**src/rtl/flk_pkg.sv**
```systemverilog
// Shared types for the flash block lock manager.
// Assumes two-bit encodings; the state encoding doubles as the status-word low bits.
package flk_pkg;

    // Per-block protection level; bit 0 = locked, bit 1 = locked-down.
    typedef enum logic [1:0] {
        LK_OPEN   = 2'b00,
        LK_HELD   = 2'b01,
        LK_PINNED = 2'b11
    } lk_state_e;

    // Decoded lock operations as delivered by the command decoder.
    typedef enum logic [1:0] {
        OP_NOP    = 2'b00,
        OP_LOCK   = 2'b01,
        OP_UNLOCK = 2'b10,
        OP_PIN    = 2'b11
    } lk_op_e;

endpackage

```
**src/rtl/flk_block_map.sv**
```systemverilog
// Maps a word address to a block index for a bottom-boot layout:
// NUM_PARAM small blocks of 2^PARAM_AW words from address zero, then
// main blocks of 2^MAIN_AW words up to the top of the address space.
// Assumes the parameter region fits below 2^ADDR_W. Purely combinational.
module flk_block_map #(
    parameter int ADDR_W    = 21,
    parameter int PARAM_AW  = 12,
    parameter int MAIN_AW   = 15,
    parameter int NUM_PARAM = 8,
    parameter int BLK_W     = 7
) (
    input  logic [ADDR_W-1:0] addr,
    output logic [BLK_W-1:0]  blk_idx
);

    localparam int              PARAM_WORDS = NUM_PARAM << PARAM_AW;
    localparam logic [ADDR_W-1:0] PARAM_END = ADDR_W'(PARAM_WORDS);

    logic [ADDR_W-1:0] main_off;

    // Offset of the address into the main-block region.
    assign main_off = addr - PARAM_END;

    // Select the parameter or main block index.
    always_comb begin
        if (addr < PARAM_END) begin
            blk_idx = BLK_W'(addr >> PARAM_AW);
        end else begin
            blk_idx = BLK_W'(main_off >> MAIN_AW) + BLK_W'(NUM_PARAM);
        end
    end

endmodule

```
**src/rtl/flk_lock_cell.sv**
```systemverilog
// Holds the protection level of one block and applies lock commands to it.
// Assumes hit is high only when a valid command targets this block.
// Reset leaves the block locked; only reset clears a pinned block while guard_n is low.
module flk_lock_cell
    import flk_pkg::*;
(
    input  logic      clk,
    input  logic      rst_n,
    input  logic      hit,
    input  lk_op_e    op,
    input  logic      guard_n,
    output lk_state_e state
);

    lk_state_e state_q;
    lk_state_e state_d;

    // Next-state rule for one command addressed to this block.
    always_comb begin
        state_d = state_q;
        if (hit) begin
            case (op)
                OP_LOCK:   if (state_q == LK_OPEN) state_d = LK_HELD;
                OP_UNLOCK: if (state_q != LK_PINNED || guard_n) state_d = LK_OPEN;
                OP_PIN:    state_d = LK_PINNED;
                default:   state_d = state_q;
            endcase
        end
    end

    // State register; reset forces the locked level.
    always_ff @(posedge clk) begin
        if (!rst_n) state_q <= LK_HELD;
        else        state_q <= state_d;
    end

    assign state = state_q;

    AST_RESET_LOCKS: assert property (@(posedge clk) !rst_n |=> state_q == LK_HELD);
    AST_PIN_TAKES: assert property (@(posedge clk) disable iff (!rst_n)
        (hit && op == OP_PIN) |=> state_q == LK_PINNED);
    AST_PIN_STICKS: assert property (@(posedge clk) disable iff (!rst_n)
        (state_q == LK_PINNED && !guard_n) |=> state_q == LK_PINNED);
    AST_IDLE_STABLE: assert property (@(posedge clk) disable iff (!rst_n)
        !hit |=> $stable(state_q));
    AST_LOCK_NO_RELEASE: assert property (@(posedge clk) disable iff (!rst_n)
        (hit && op == OP_LOCK && state_q != LK_OPEN) |=> $stable(state_q));

endmodule

```
**src/rtl/flk_lock_mgr.sv**
```systemverilog
// Top of the flash block lock manager. Decodes command, modify and status
// addresses to block indices, keeps one lock cell per block, answers modify
// requests with a same-cycle allow flag and a next-cycle error pulse, and
// returns the lock status word for signature reads.
// Assumes the command decoder presents one decoded lock command per cycle.
module flk_lock_mgr
    import flk_pkg::*;
#(
    parameter int ADDR_W    = 21,
    parameter int PARAM_AW  = 12,
    parameter int MAIN_AW   = 15,
    parameter int NUM_PARAM = 8,
    parameter int SIG_W     = 16
) (
    input  logic              clk,
    input  logic              rst_n,
    input  logic              cmd_valid,
    input  logic [1:0]        cmd_op,
    input  logic [ADDR_W-1:0] cmd_addr,
    input  logic              guard_n,
    input  logic              mod_req,
    input  logic [ADDR_W-1:0] mod_addr,
    output logic              mod_allow,
    output logic              prot_err,
    input  logic [ADDR_W-1:0] sig_addr,
    output logic [SIG_W-1:0]  sig_status
);

    localparam int NUM_MAIN   = ((1 << ADDR_W) - (NUM_PARAM << PARAM_AW)) >> MAIN_AW;
    localparam int NUM_BLOCKS = NUM_PARAM + NUM_MAIN;
    localparam int BLK_W      = $clog2(NUM_BLOCKS);

    logic [BLK_W-1:0] cmd_idx;
    logic [BLK_W-1:0] mod_idx;
    logic [BLK_W-1:0] sig_idx;
    lk_state_e        blk_state [NUM_BLOCKS];
    lk_op_e           op_dec;

    assign op_dec = lk_op_e'(cmd_op);

    flk_block_map #(
        .ADDR_W(ADDR_W), .PARAM_AW(PARAM_AW), .MAIN_AW(MAIN_AW),
        .NUM_PARAM(NUM_PARAM), .BLK_W(BLK_W)
    ) u_map_cmd (
        .addr(cmd_addr), .blk_idx(cmd_idx)
    );

    flk_block_map #(
        .ADDR_W(ADDR_W), .PARAM_AW(PARAM_AW), .MAIN_AW(MAIN_AW),
        .NUM_PARAM(NUM_PARAM), .BLK_W(BLK_W)
    ) u_map_mod (
        .addr(mod_addr), .blk_idx(mod_idx)
    );

    flk_block_map #(
        .ADDR_W(ADDR_W), .PARAM_AW(PARAM_AW), .MAIN_AW(MAIN_AW),
        .NUM_PARAM(NUM_PARAM), .BLK_W(BLK_W)
    ) u_map_sig (
        .addr(sig_addr), .blk_idx(sig_idx)
    );

    // One lock cell per block, selected by the decoded command index.
    for (genvar b = 0; b < NUM_BLOCKS; b++) begin : g_cell
        flk_lock_cell u_cell (
            .clk    (clk),
            .rst_n  (rst_n),
            .hit    (cmd_valid && (cmd_idx == BLK_W'(b))),
            .op     (op_dec),
            .guard_n(guard_n),
            .state  (blk_state[b])
        );
    end

    // Modify permission follows the addressed block with no latency.
    assign mod_allow = (blk_state[mod_idx] == LK_OPEN);

    // Signature word carries the two lock bits in its low positions.
    assign sig_status = {{(SIG_W-2){1'b0}}, blk_state[sig_idx]};

    // Protection error pulse for a denied modify attempt.
    always_ff @(posedge clk) begin
        if (!rst_n) prot_err <= 1'b0;
        else        prot_err <= mod_req && !mod_allow;
    end

    AST_DENY_RAISES_ERR: assert property (@(posedge clk) disable iff (!rst_n)
        (mod_req && !mod_allow) |=> prot_err);
    AST_ERR_HAS_CAUSE: assert property (@(posedge clk) disable iff (!rst_n)
        prot_err |-> $past(mod_req && !mod_allow));
    AST_IDX_IN_RANGE: assert property (@(posedge clk) disable iff (!rst_n)
        32'(cmd_idx) < NUM_BLOCKS);
    AST_ALLOW_AGREES_SIG: assert property (@(posedge clk) disable iff (!rst_n)
        (sig_idx == mod_idx && mod_allow) |-> sig_status[1:0] == 2'b00);

endmodule

```
**config.mk**
```make
export PLATFORM = sky130hd
export DESIGN_NAME = flk_lock_mgr
export DESIGN_NICKNAME = d
export VERILOG_FILES = /design/src/rtl/flk_pkg.sv /design/src/rtl/flk_block_map.sv /design/src/rtl/flk_lock_cell.sv /design/src/rtl/flk_lock_mgr.sv
export SDC_FILE = /design/constraint.sdc
export NUM_CORES = 1
export LEC_CHECK = 0
export BUFFER_PORTS_ARGS = -buffer_cell sky130_fd_sc_hd__buf_2
export CAP_MARGIN = 25
export CORE_UTILIZATION = 40
export DETAILED_ROUTE_END_ITERATION = 8
export GPL_TIMING_DRIVEN = 0
export HOLD_SLACK_MARGIN = 0.1
export SLEW_MARGIN = 25
export SYNTH_ARGS = -nofsm -noshare
export SYNTH_HDL_FRONTEND = slang
export SYNTH_SLANG_ARGS = --single-unit
```
**constraint.sdc**
```tcl
create_clock -name clk -period 3.7 [get_ports clk]
set_clock_uncertainty 0.15 [all_clocks]
set_input_delay 0.555 -clock clk [delete_from_list [all_inputs] [get_ports clk]]
set_output_delay 0.555 -clock clk [all_outputs]
set_load 0.01 [all_outputs]
```
==> impl_results.md, run 1 <==
* Status: finished with violations
* Violated checks: DRC, setup timing
* Hold path depth at 3
* Worst-Margin Slew at 1.24 ns
* Crit path from: mod_addr[15]
* CP top delay family: compound AO/OA/AOI/OAI gates
* Max-slew violation count at 0
* Type of element capturing the critical path: primary output
* Router iterations before antenna repair at 8
* H-tree depth at 4
* Post-synth EDFFs at 0
* CTS tree: done
* Core area at 26,300 um2
* Clock Path Buffers at 2
* First-pass GRT wire length at 70.4 mm
* Clock Pin Slew Worst Setup and Hold Paths at 0.06 ns
* Final WS setup at -0.427 ns
* # fillers at 2,545
* WL final at 48.8 mm
* Die Height at 166 um
* Tmin final at 4.13 ns
* Ys Warns at 0
* Port Buf Inserts at 35
* Die W at 166 um
* VDD IR max at 0.324 mV
* Vias at 11,391
* Worst-path cell with the longest stage delay: a222oi_1
* Hold Buf Count CTS at 0
* Via density at 6.51
* Synth cell types at 85
* DR WL met3 at 6.37 mm
* CP endpoint: mod_allow
* RePlAce Congestion at 1.07
* Syn-to-layout area delta at 17.5%
* Remaining antenna violation count at 0
* Hold slack at 0.177 ns
* Root buffer cell: clkbuf_16
* Critical Path, Cell by Cell: clkbuf_16 -> inv_6 -> ha_4 -> nand2b_1 -> buf_6 -> nor2_4 -> xor2_1 -> ha_2 -> nor2_2 -> a221o_1 -> a222oi_1 -> a221oi_2 -> o211a_1 -> a311oi_4 -> buf_2
* Top_reg_cell synth: dfxtp_1
* Syn Inst Count at 1,305
* Post-Syn Area at 10,800 um2
* Async SR Flop Fraction at 0%
* RR Endpoint: prot_err
* Layout cell share with drive strength beyond 1 at 18.2%
* Pwr dens at 345 nW/um2
* Leakage at 5.47 nW
* Inserted Clock Buffers at 17
* Post-Layout Cell Count at 1,749
* WP data required at 2.99 ns
* Core Util, Final at 48.3%
* Total length of routed met2 wires at 20.5 mm
* Pin count of the biggest net entering global routing at 17
* Seq/Total Area, Yosys at 26.5%
* DR DRC count at 6
* Syn avg cell area at 8.28 um2
* Critical Path Start Type: primary input
* Dpl cells at 1,688
* Vias in the first global route at 10,600
* Crit path buffers/inverters at 4
* Initial drt markers at 1,445
* Critical path's largest stage delay at 0.62 ns
* Skew-Pair Late Insertion Delay at 0.45 ns
* RSZ-0062 raised after global routing: true
* Ports at 88
* Die Footprint at 27,700 um2
* Max Fclk at 0.242 GHz
* Critical path class: primary input to primary output
* DRT met1 WL at 18.9 mm
* Post-DP HPWL at 34.3 mm
* Highest Signal Layer: met5
* Max cap viols at 0
* Reg2reg start: g_cell[21].u_cell.state[1]
* Final hold vios at 0
* Worst path arrival time at 3.42 ns
* Crit Path Max Fanout at 8
* Reg2Reg Setup Slack at 1.39 ns
* Starting Density at 41.1%
* Row count at 59
* Relative slew slack at 16.8%
* R2r worst-path depth at 8
* Critical path depth at 15
* Hold Crit Class: primary input to register
* Total grt overflow at 0
* Final setup fails at 3
* Fin nets at 1,478
* Diode count at 0
* Yosys reg bits at 143
* DR WL/cell at 27.9 um
* Tcrit/Tclk final at 112%
* CTS sink count at 143
* Antenna violations before repair at 0
* Total track usage at 34.9%
[cell type report]
class                   instances  area [um2]  share of cell area (%)
multi-input cells            1054        7660                    60.4
flip-flops and latches        143        2860                    22.5
plain buffers                 109         637                    5.01
repair buffers                 65         467                    3.67
clock buffers                  20         457                    3.60
well taps                     335         419                    3.30
clock inverters                11         133                    1.04
inverters                      12        60.1                   0.473
[synthesized netlist by cell type (25+ instances only)]
library cell	n	area, um2
mux2i_1	179	1790
a211oi_1	25	188
clkbuf_1	61	229
nand2_1	276	1040
nand3_1	79	395
nor3_1	27	135
mux4_2	37	833
o21ai_0	30	150
nor2b_1	86	538
nor2_1	33	124
a22oi_1	73	548
dfxtp_1	143	2860
[registers in the layout (all words and copies together) (netlist names)]
register / flops
g_cell.u_cell.state: 142
prot_err: 1
[worst min-delay path by stage]
stage	start	to	slack, ns
2_1_floorplan	g_cell[14].u_cell.state[0]	g_cell[14].u_cell.state[0]	0.32
3_3_place_gp	g_cell[14].u_cell.state[0]	g_cell[14].u_cell.state[0]	0.36
3_5_place_dp	g_cell[14].u_cell.state[0]	g_cell[14].u_cell.state[0]	0.37
4_1_cts	mod_req	prot_err	0.18
5_1_grt	mod_req	prot_err	0.20
6_report	mod_req	prot_err	0.18
[power by group]
part,total [mW],switching [mW],leakage [nW],internal (mW)
Sequential,1.55,0.00500,1.15,1.54
Combinational,1.03,0.678,4.04,0.355
Clock,1.81,0.774,0.272,1.03
Total,4.39,1.46,5.47,2.93
[cells in the final DEF (no fill, tap or decap), types with 10 or more instances in the layout]
cell type,instances
nand2_1,274
clkbuf_1,54
nor2b_1,86
a211oi_1,20
buf_6,13
mux2_2,10
a21oi_1,10
mux2i_1,172
buf_2,43
clkbuf_16,18
nor3_1,23
buf_4,40
a22oi_1,73
nand3_1,78
o21ai_0,27
nor2_1,30
conb_1,14
mux4_2,37
and2_1,13
and3_1,17
nand2b_1,11
dfxtp_1,143
[logic make-up (layout without fill, tap and decap cells)]
logic type | after synthesis | in the layout | synth area share [%]
compound gates | 220 | 220 | 15.1
xor+xnor | 6 | 6 | 0.486
fa+ha+maj | 6 | 6 | 0.695
buf+inv | 121 | 217 | 5.45
flops | 143 | 143 | 26.5
mux | 230 | 230 | 25.9
other cells | 1 | 14 | 0.0347
simple gates | 578 | 578 | 25.9
[stage by stage]
step	worst slack [ns]	power (mW)	TNS, ns	cell area (um2)
finish	-0.427	4.39	-0.847	12700
global placement	-0.991	2.46	-11.62	11500
CTS	-0.313	4.29	-0.564	12600
global route	-0.484	4.46	-1.07	12700
floorplan	0.00129	2.13	0	10900
detailed placement	-0.852	2.46	-6.61	11500
[routing by layer]
metal	global-route usage (%)	vias up
met1	45.2	5498
li1	-	4915
met3	10.1	183
met2	51.8	792
met4	19.6	3
met5	1.39	-
[timing repair]
action	CTS	global route
resized for setup	75	20
setup endpoints to repair	3	8
setup buffers	25	5
gates cloned	1	0
pin swaps	13	9
[tightest hold or removal path, stage by stage]
cell     delay (ns)
buf_2          0.10
nand2_1        0.04
nor2_1         0.03
Power figures use the tool's default switching activity.
==> inputs of run 2 (changes only) <==
--- a/config.mk
+++ b/config.mk
@@ -5,12 +5,13 @@
 export SDC_FILE = /design/constraint.sdc
 export NUM_CORES = 1
 export LEC_CHECK = 0
-export BUFFER_PORTS_ARGS = -buffer_cell sky130_fd_sc_hd__buf_2
 export CAP_MARGIN = 25
 export CORE_UTILIZATION = 40
 export DETAILED_ROUTE_END_ITERATION = 8
+export DONT_BUFFER_PORTS = 1
 export GPL_TIMING_DRIVEN = 0
 export HOLD_SLACK_MARGIN = 0.1
+export PLACE_DENSITY_LB_ADDON = 0.15
 export SLEW_MARGIN = 25
 export SYNTH_ARGS = -nofsm -noshare
 export SYNTH_HDL_FRONTEND = slang
==> impl_results.md, run 2 (synthesis results as in run 1) <==
* Type of element capturing the critical path: primary output (unchanged)
* Starting Density at 41.1% (unchanged)
* Core area at 26,300 um2 (unchanged)
* DR WL met3 at 5.76 mm (was 6.37 mm)
* Via density at 6.55 (was 6.51)
* Remaining antenna violation count at 0 (unchanged)
* Ports at 88 (unchanged)
* Reg2reg start: g_cell[7].u_cell.state[0] (was g_cell[21].u_cell.state[1])
* Worst-Margin Slew at 1.14 ns (was 1.24 ns)
* RSZ-0062 raised after global routing: true (unchanged)
* Status: finished with violations (unchanged)
* Critical path class: primary input to primary output (unchanged)
* Clock Pin Slew Worst Setup and Hold Paths at 0.06 ns (about the same)
* Initial drt markers at 1,599 (was 1,445)
* Worst-path cell with the longest stage delay: a311oi_4 (was a222oi_1)
* Skew-Pair Late Insertion Delay at 0.45 ns (about the same)
* Layout cell share with drive strength beyond 1 at 17.1% (was 18.2%)
* Pwr dens at 347 nW/um2 (was 345 nW/um2)
* HP Start: g_cell[2].u_cell.state[0] (was mod_req)
* Post-DP HPWL at 35.5 mm (was 34.3 mm)
* Dpl cell area at 11,300 um2 (was 11,500 um2)
* Crit path from: mod_addr[15] (unchanged)
* Violated checks: DRC, setup timing (unchanged)
* Root buffer cell: clkbuf_16 (unchanged)
* Total track usage at 36.5% (was 34.9%)
* Highest Signal Layer: met5 (unchanged)
* Antenna violations before repair at 2 (was 0)
* Die Footprint at 27,700 um2 (unchanged)
* Die W at 166 um (unchanged)
* Finished Cell Area at 12,600 um2 (was 12,700 um2)
* Max-slew violation count at 0 (unchanged)
* WL final at 50.5 mm (was 48.8 mm)
* Die Height at 166 um (unchanged)
* First-pass GRT wire length at 72.6 mm (was 70.4 mm)
* Total grt overflow at 0 (unchanged)
* Hold Crit Class: register to register (was primary input to register)
* Tcrit/Tclk final at 110% (was 112%)
* Tmin final at 4.07 ns (was 4.13 ns)
* Most common cell after layout, fill and taps aside: nand2_1 (unchanged)
* Core Util, Final at 48.1% (was 48.3%)
* Clock Path Buffers at 2 (unchanged)
* H-tree depth at 4 (unchanged)
* DRT met1 WL at 20.3 mm (was 18.9 mm)
* Final setup fails at 1 (was 3)
* Vias at 11,268 (was 11,391)
* Inserted Clock Buffers at 17 (unchanged)
* Max cap viols at 0 (unchanged)
* Final hold vios at 0 (unchanged)
* Row count at 59 (unchanged)
* CTS sink count at 143 (unchanged)
* Most frequent cells in the layout: 273 x nand2_1, 170 x mux2i_1, 143 x dfxtp_1 (was 274 x nand2_1, 172 x mux2i_1, 143 x dfxtp_1)
* WP data required at 2.99 ns (about the same)
* Max Fclk at 0.246 GHz (was 0.242 GHz)
* Crit Path Max Fanout at 10 (was 8)
* Final WS setup at -0.366 ns (was -0.427 ns)
* Critical Path Start Type: primary input (unchanged)
* Leakage at 5.37 nW (was 5.47 nW)
* CTS tree: done (unchanged)
* Vias in the first global route at 10,371 (was 10,600)
* Critical Path, Cell by Cell: clkbuf_16 -> clkinv_8 -> ha_4 -> and4bb_2 -> nand2_1 -> clkbuf_1 -> and3_1 -> a211oi_1 -> o31ai_1 -> a31oi_1 -> nand4_1 -> a311oi_4 (was clkbuf_16 -> inv_6 -> ha_4 -> nand2b_1 -> buf_6 -> nor2_4 -> xor2_1 -> ha_2 -> nor2_2 -> a221o_1 -> a222oi_1 -> a221oi_2 -> o211a_1 -> a311oi_4 -> buf_2)
* Port Buf Inserts at 0 (was 35)
* Largest register FFs at 142 (unchanged)
* Total length of routed met2 wires at 21.3 mm (was 20.5 mm)
* RePlAce Congestion at 1.03 (was 1.07)
* Critical path's largest stage delay at 0.46 ns (was 0.62 ns)
* DR DRC count at 6 (unchanged)
* Pin count of the biggest net entering global routing at 17 (unchanged)
* # fillers at 2,573 (was 2,545)
* Relative slew slack at 24.0% (was 16.8%)
* Reg2Reg Setup Slack at 1.47 ns (was 1.39 ns)
* VDD IR max at 0.257 mV (was 0.324 mV)
* DR WL/cell at 29.4 um (was 27.9 um)
* Setup WS pre-CTS at -0.735 ns (was -0.852 ns)
* Worst path arrival time at 3.36 ns (was 3.42 ns)
* Syn-to-layout area delta at 17.0% (was 17.5%)
* Fin nets at 1,447 (was 1,478)
* Router iterations before antenna repair at 9 (was 8)
## run 2: timing repair
action                     CTS  global route
gates resized for setup     49            52
setup endpoints to repair    3             5
hold endpoints to repair     1             0
pin swaps                   13            15
setup buffers               28             8
hold buffers                 1             0
cloned                       0             0
## run 2: layout make-up
cell class                 instances  area [um2]  area share, %
clock inverter                    14         156           1.24
antenna                            1        2.50         0.0198
tap                              335         419           3.32
buffer                           107         619           4.90
clock buffer                      18         439           3.47
multi-input combinational       1054        7750           61.3
inverter                          12        63.8          0.505
sequential                       143        2860           22.6
timing repair buffer              36         325           2.57
## run 2: final timing paths
path,end,depth (start not counted)
max reg2reg,prot_err,6
min reg2reg,g_cell[2].u_cell.state[0],2
min,g_cell[2].u_cell.state[0],2
max,mod_allow,12
## run 2: critical path: cells and delay by family
kind / cells / cell delay (ns)
AOI/OAI and AO/OA: 4 / 1.08
adders and majority gates: 1 / 0.15
buffers and inverters: 3 / 0.58
and+or+nand+nor: 4 / 0.98
## run 2: layer usage
metal / up-vias / track usage, %
met5: - / 0
met4: 2 / 20.6
met3: 189 / 9.39
met2: 776 / 54.6
met1: 5444 / 47.6
li1: 4857 / -
## run 2: power breakdown
group / leakage (nW) / internal (mW) / switching [mW]
registers: 1.15 / 1.54 / 0.00562
logic: 3.93 / 0.344 / 0.677
clock network: 0.285 / 1.02 / 0.799
## run 2: stage by stage
stage	total power [mW]	std cells	hold slack, ns	TNS [ns]
2_1_floorplan	2.13	1318	0.325	0
3_3_place_gp	2.45	1653	0.360	-8.39
3_5_place_dp	2.45	1653	0.363	-3.27
4_1_cts	4.30	1713	0.377	-0.278
5_1_grt	4.47	1719	0.409	-0.422
6_report	4.39	1720	0.382	-0.366
